[config.mk]
export PLATFORM = sky130hd
export DESIGN_NAME = swallow_prescaler
export DESIGN_NICKNAME = d
export VERILOG_FILES = /design/src/rtl/swdiv_pkg.sv /design/src/rtl/swdiv_sub_stage.sv /design/src/rtl/swdiv_group_stage.sv /design/src/rtl/swdiv_ctl.sv /design/src/rtl/swallow_prescaler.sv
export SDC_FILE = /design/constraint.sdc
export NUM_CORES = 1
export LEC_CHECK = 0
export ABC_AREA = 1
export BUFFER_PORTS_ARGS = -buffer_cell sky130_fd_sc_hd__buf_2
export CORE_MARGIN = 10
export CORE_UTILIZATION = 57
export CTS_CLUSTER_DIAMETER = 100
export DETAILED_ROUTE_END_ITERATION = 16
export HOLD_SLACK_MARGIN = 0.12
export PLACE_DENSITY_LB_ADDON = 0.05
export SYNTH_ARGS = -nofsm -noshare
export SYNTH_HDL_FRONTEND = slang
export SYNTH_SLANG_ARGS = --single-unit
[constraint.sdc]
create_clock -name clk_in -period 2.6 [get_ports clk_in]
set_input_delay 0.13 -clock clk_in [delete_from_list [all_inputs] [get_ports clk_in]]
set_output_delay 0.13 -clock clk_in [all_outputs]
set_load 0.1 [all_outputs]
[src/rtl/swdiv_pkg.sv]
package swdiv_pkg;

   // configuration that governs one whole division cycle
   typedef struct packed {
      logic short_range;   // 1: short base length
      logic swallow;       // 1: add one group of cycles
   } swdiv_cfg_t;

endpackage

[src/rtl/swdiv_sub_stage.sv]
// low stage: wraps every 2**SUB_W input cycles
module swdiv_sub_stage #(
   parameter int SUB_W = 4
) (
   input  logic             clk_in,
   input  logic             rst_n,
   output logic [SUB_W-1:0] sub_cnt,
   output logic             sub_carry
);

   always_ff @(posedge clk_in or negedge rst_n) begin
      if (!rst_n) sub_cnt <= '0;
      else        sub_cnt <= sub_cnt + 1'b1;
   end

   assign sub_carry = &sub_cnt;

endmodule

[src/rtl/swdiv_group_stage.sv]
// group stage: counts low-stage wraps up to a variable last group
module swdiv_group_stage #(
   parameter int GRP_W = 5
) (
   input  logic             clk_in,
   input  logic             rst_n,
   input  logic             sub_carry,
   input  logic [GRP_W-1:0] last_grp,
   output logic [GRP_W-1:0] grp_cnt,
   output logic             terminal
);

   assign terminal = sub_carry && (grp_cnt == last_grp);

   always_ff @(posedge clk_in or negedge rst_n) begin
      if (!rst_n)         grp_cnt <= '0;
      else if (terminal)  grp_cnt <= '0;
      else if (sub_carry) grp_cnt <= grp_cnt + 1'b1;
   end

endmodule

[src/rtl/swdiv_ctl.sv]
// control capture: the modulus input is taken at the sample point, range at the boundary
module swdiv_ctl
   import swdiv_pkg::*;
(
   input  logic       clk_in,
   input  logic       rst_n,
   input  logic       range_sel,
   input  logic       mod_ctl,
   input  logic       sample_hit,
   input  logic       terminal,
   output logic       fresh,
   output swdiv_cfg_t cfg_cur,
   output swdiv_cfg_t cfg_eff
);

   logic swallow_nxt;

   always_ff @(posedge clk_in or negedge rst_n) begin
      if (!rst_n) begin
         fresh       <= 1'b1;
         cfg_cur     <= '0;
         swallow_nxt <= 1'b0;
      end else begin
         if (sample_hit) swallow_nxt <= ~mod_ctl;
         if (fresh) begin
            fresh               <= 1'b0;
            cfg_cur.short_range <= range_sel;
            cfg_cur.swallow     <= ~mod_ctl;
         end else if (terminal) begin
            cfg_cur.short_range <= range_sel;
            cfg_cur.swallow     <= swallow_nxt;
         end
      end
   end

   // until the first edge after reset, the live inputs set the first cycle
   always_comb begin
      if (fresh) begin
         cfg_eff.short_range = range_sel;
         cfg_eff.swallow     = ~mod_ctl;
      end else begin
         cfg_eff = cfg_cur;
      end
   end

endmodule

[src/rtl/swallow_prescaler.sv]
module swallow_prescaler
   import swdiv_pkg::*;
#(
   parameter int SUB_W       = 4,
   parameter int LOW_GROUPS  = 8,
   parameter int HIGH_GROUPS = 16,
   parameter int SAMPLE_LEAD = 8
) (
   input  logic clk_in,
   input  logic rst_n,
   input  logic range_sel,
   input  logic mod_ctl,
   output logic div_out
);

   localparam int MAX_GROUPS = HIGH_GROUPS + 1;
   localparam int GRP_W      = $clog2(MAX_GROUPS + 1);
   localparam int P_W        = SUB_W + GRP_W;
   localparam int TOT_W      = P_W + 1;

   generate
      if (SUB_W < 2)                  $error("SUB_W must be at least 2");
      if (LOW_GROUPS < 1)             $error("LOW_GROUPS must be at least 1");
      if (HIGH_GROUPS <= LOW_GROUPS)  $error("HIGH_GROUPS must exceed LOW_GROUPS");
      if (SAMPLE_LEAD < 1)            $error("SAMPLE_LEAD must be at least 1");
      if (SAMPLE_LEAD >= (LOW_GROUPS << SUB_W))
                                      $error("SAMPLE_LEAD must fall inside the shortest cycle");
   endgenerate

   logic [SUB_W-1:0] sub_cnt;
   logic             sub_carry;
   logic [GRP_W-1:0] grp_cnt;
   logic [GRP_W-1:0] last_grp;
   logic             terminal;
   logic             fresh;
   logic             sample_hit;
   swdiv_cfg_t       cfg_cur;
   swdiv_cfg_t       cfg_eff;
   logic [P_W-1:0]   pos;
   logic [TOT_W-1:0] groups_eff;
   logic [TOT_W-1:0] total_eff;
   logic [TOT_W-1:0] half_eff;
   logic             out_d;

   swdiv_sub_stage #(.SUB_W(SUB_W)) u_sub (
      .clk_in    (clk_in),
      .rst_n     (rst_n),
      .sub_cnt   (sub_cnt),
      .sub_carry (sub_carry)
   );

   swdiv_group_stage #(.GRP_W(GRP_W)) u_grp (
      .clk_in    (clk_in),
      .rst_n     (rst_n),
      .sub_carry (sub_carry),
      .last_grp  (last_grp),
      .grp_cnt   (grp_cnt),
      .terminal  (terminal)
   );

   swdiv_ctl u_ctl (
      .clk_in     (clk_in),
      .rst_n      (rst_n),
      .range_sel  (range_sel),
      .mod_ctl    (mod_ctl),
      .sample_hit (sample_hit),
      .terminal   (terminal),
      .fresh      (fresh),
      .cfg_cur    (cfg_cur),
      .cfg_eff    (cfg_eff)
   );

   // group size is a power of two, so the position is the two counts side by side
   assign pos = {grp_cnt, sub_cnt};

   always_comb begin
      groups_eff = cfg_eff.short_range ? TOT_W'(LOW_GROUPS) : TOT_W'(HIGH_GROUPS);
      if (cfg_eff.swallow) groups_eff = groups_eff + 1'b1;
      total_eff  = groups_eff << SUB_W;
      half_eff   = total_eff >> 1;
   end

   assign last_grp   = GRP_W'(groups_eff - 1'b1);
   assign sample_hit = (TOT_W'(pos) == (total_eff - TOT_W'(SAMPLE_LEAD)));

   // output holds the comparison for the position entered on this edge
   always_comb begin
      if (terminal) out_d = 1'b1;
      else          out_d = ((TOT_W'(pos) + 1'b1) < half_eff);
   end

   always_ff @(posedge clk_in or negedge rst_n) begin
      if (!rst_n) div_out <= 1'b0;
      else        div_out <= out_d;
   end

endmodule

==> metrics.csv <==
stage,metric,value,unit
yosys,syn_area,903,um^2
cells_and_area,multi_input_area,480,um^2
timing,post-route-period-util,83.5,%
clock_tree,cts_tree,built,
yosys,synth-seq-cells,14,
worst_setup_path,ff2ff_path_depth,12,
global_routing,groute.usage.overall,11.1,%
yosys,syn_avg_cell_area,7.72,um^2
cells_and_area,postLayoutCellArea,1010,um^2
floorplan,rows,14,
floorplan,core_region_area,1510,um^2
yosys,ys_types,22,
routing,wirelength,1620,um
floorplan,die-height,59.8,um
clock_tree,cts_max_path_buffers,2,
power,p_int,0.351,mW
yosys,ys_seq_area_share,38.9,%
place,placedInstanceArea,943,um^2
clock_tree,clkTransAtPathRegs,90,ps
clock_tree,clock_latency,280,ps
clock_tree,ctsHtreeMaxLevel,1,
place,gp_congestion,0.833,
worst_setup_path,reg2reg_setup_slack,430,ps
global_routing,grt_pass1_wl,3090,um
worst_setup_path,regToRegEndpoint,u_ctl.swallow_nxt,
cells_and_area,regArea,352,um^2
power,switchingPower,0.153,mW
cells_and_area,nFillCells,134,
yosys,syn-num-nets,127,
floorplan,start_util,60.0,%
routing,routedWlPerCell,11.2,um
timing,skew,6.55,ps
global_routing,grt_remaining_overflow,0,
power,clock_power_share,31.0,%
timing,slew_violations,0,
clock_tree,root_buffer,clkbuf_4,
routing,drt_iter0_drc,9,
clock_tree,cts_hold_buf,3,
timing,rsz0062_at_grt,false,
clock_tree,ctsResizeCount,0,
timing,min_period,2170,ps
power,power,0.505,mW
routing,drt_pre_antenna_iters,4,
timing,finalHoldViolations,0,
clock_tree,cts_made_buffers,3,
power,powerDensity,500,nW/um^2
floorplan,die_x,59.8,um
power,seq_power_share,48.5,%
routing,vias,731,
power,combinationalPowerShare,20.5,%
global_routing,antenna_found_initial,0,
routing,antenna_left,0,
cells_and_area,syn_to_final_growth,11.8,%
yosys,synth_cells,117,
worst_setup_path,cp_max_fo,7,
worst_setup_path,critPathLaunchType,flip-flop,
worst_setup_path,endpoint_kind,flip-flop,
min_path,hold_path.class,in2async,
cells_and_area,num_antenna_cells,0,
place,dp_hpwl,1330,um
clock_tree,postCtsSetupBuffers,0,
global_routing,grt_max_degree,15,
worst_setup_path,path_class,reg2reg,
run_status,status,"complete, no violations",
timing,setup-tns-final,0,ps
cells_and_area,drive_above_1_share,18.8,%
cells_and_area,final_core_util,67.0,%
global_routing,grt_pass1_vias,761,
timing,timing.hold.ws,255,ps
job,cap_violations,0,
floorplan,num_io_pins,5,
routing,remaining_drc_errors,0,
timing,setup_viol,0,
power,leakage,0.544,nW
worst_setup_path,cp.required,2780,ps
timing,max_freq,461,MHz
place,port_buffers,4,
worst_setup_path,r2r-start,u_ctl.fresh,
cells_and_area,nets,139,
yosys,yosysWarnings,0,
clock_tree,cts.sinks,14,
power,p_sw_share,30.4,%
floorplan,die_area,3580,um^2
routing,post_drt_via_cell_ratio,5.08,
power,irDropWorstVdd,0.393,mV
worst_setup_path,cp.arrival,2350,ps
-- final cells by class --
cell class	count	share of cell area [%]
multi-input combinational	84	47.6
tap	16	1.98
timing repair buffer	7	4.96
inverter	19	7.06
sequential	14	34.8
clock buffer	4	3.59
-- how the worst max path moves through the flow --
| stage | startpoint | to | slack (ps) | cells past startpoint |
|---|---|---|---|---|
| after floorplan | u_ctl.fresh | u_ctl.swallow_nxt | 640 | 12 |
| after global placement | u_ctl.fresh | u_ctl.swallow_nxt | 520 | 12 |
| after CTS | u_ctl.fresh | u_ctl.swallow_nxt | 420 | 12 |
| after detailed placement | u_ctl.fresh | u_ctl.swallow_nxt | 430 | 12 |
| final | u_ctl.fresh | u_ctl.swallow_nxt | 430 | 12 |
| after global routing | u_ctl.fresh | u_ctl.swallow_nxt | 250 | 13 |
-- per-layer routing --
layer | wire [um] | global-route usage (%) | share of wire (%)
met5 | 0 | 0 | 0
met4 | 44 | 6.73 | 2.7
met3 | 76 | 2.33 | 4.7
met2 | 748 | 18.2 | 46
met1 | 747 | 12.8 | 46
-- flip-flops by register name, indices dropped and copies added, names as in the netlist --
name / flops
u_ctl.swallow_nxt: 1
div_out: 1
u_sub.sub_cnt: 4
u_ctl.fresh: 1
u_ctl.cfg_cur: 2
u_grp.grp_cnt: 5
-- placed cells by master (no fill, tap or decap) --
cell           instances
dfstp_2                1
buf_2                  4
clkbuf_8               1
nand2_2                3
o21ai_0                3
ha_1                   6
xor2_1                 5
inv_2                  3
nand3_1                6
dlygate4sd3_1          3
clkbuf_4               3
nor2_4                 1
inv_1                 16
conb_1                 1
or2_2                  1
nor2_1                 6
nor2_2                 3
nand4_1                2
o22ai_1                1
nor3b_1                1
nand4_4                1
o21ai_1                1
dfrtp_1               13
nand2_1               38
a21oi_1                2
nand3_2                3
-- power by group through the flow --
stage / Combinational, mW / Clock (mW) / Sequential (mW)
3_3_place_gp: 0.0996 / 0 / 0.248
5_1_grt: 0.119 / 0.167 / 0.248
4_1_cts: 0.105 / 0.162 / 0.245
2_1_floorplan: 0.0667 / 0 / 0.259
3_5_place_dp: 0.101 / 0 / 0.249
6_report: 0.103 / 0.157 / 0.245
-- per-stage QoR --
step                cells  worst slack (ps)
floorplan             117               640
finish                144               430
global route          144               247
global placement      137               517
detailed placement    137               433
CTS                   144               420
-- worst max-delay path, cell delays in order (launching register included) --
cell and delay [ps]:
dfstp_2 560, inv_2 70, or2_2 280, o21ai_0 180, ha_1 330, nand2_1 70, nand2_1 70, nor2_4 120
nand2_2 70, nor2_2 110, nand2_1 80, nand2_1 50, o21ai_1 60
-- kinds of logic after synthesis --
group                    count (synthesis)  share of synthesized area (%)
XOR/XNOR                                 5                           4.85
other                                    1                          0.415
AND/OR/NAND/NOR                         65                           35.6
flip-flops                              14                           38.9
adder cells (fa/ha/maj)                  6                           8.31
buffers and inverters                   19                           7.89
AO/OA/AOI/OAI                            7                           4.02
-- synth_stat cells --
library cell / n / share of area (%)
dfstp_2: 1 / 2.9
o21ai_0: 3 / 1.7
o22ai_1: 1 / 0.69
o21ai_1: 1 / 0.55
nor2_1: 6 / 2.5
inv_1: 16 / 6.6
nor2_2: 3 / 2.1
nor2_4: 1 / 1.2
conb_1: 1 / 0.42
nand2_1: 38 / 16
nand4_4: 1 / 2.4
xor2_1: 5 / 4.8
nand3_2: 3 / 3.3
nand4_1: 2 / 1.4
nand2_2: 3 / 2.1
dfrtp_1: 13 / 36
inv_2: 3 / 1.2
ha_1: 6 / 8.3
or2_2: 1 / 0.69
nor3b_1: 1 / 0.83
nand3_1: 6 / 3.3
a21oi_1: 2 / 1.1
(Power assumes the default switching activity.)
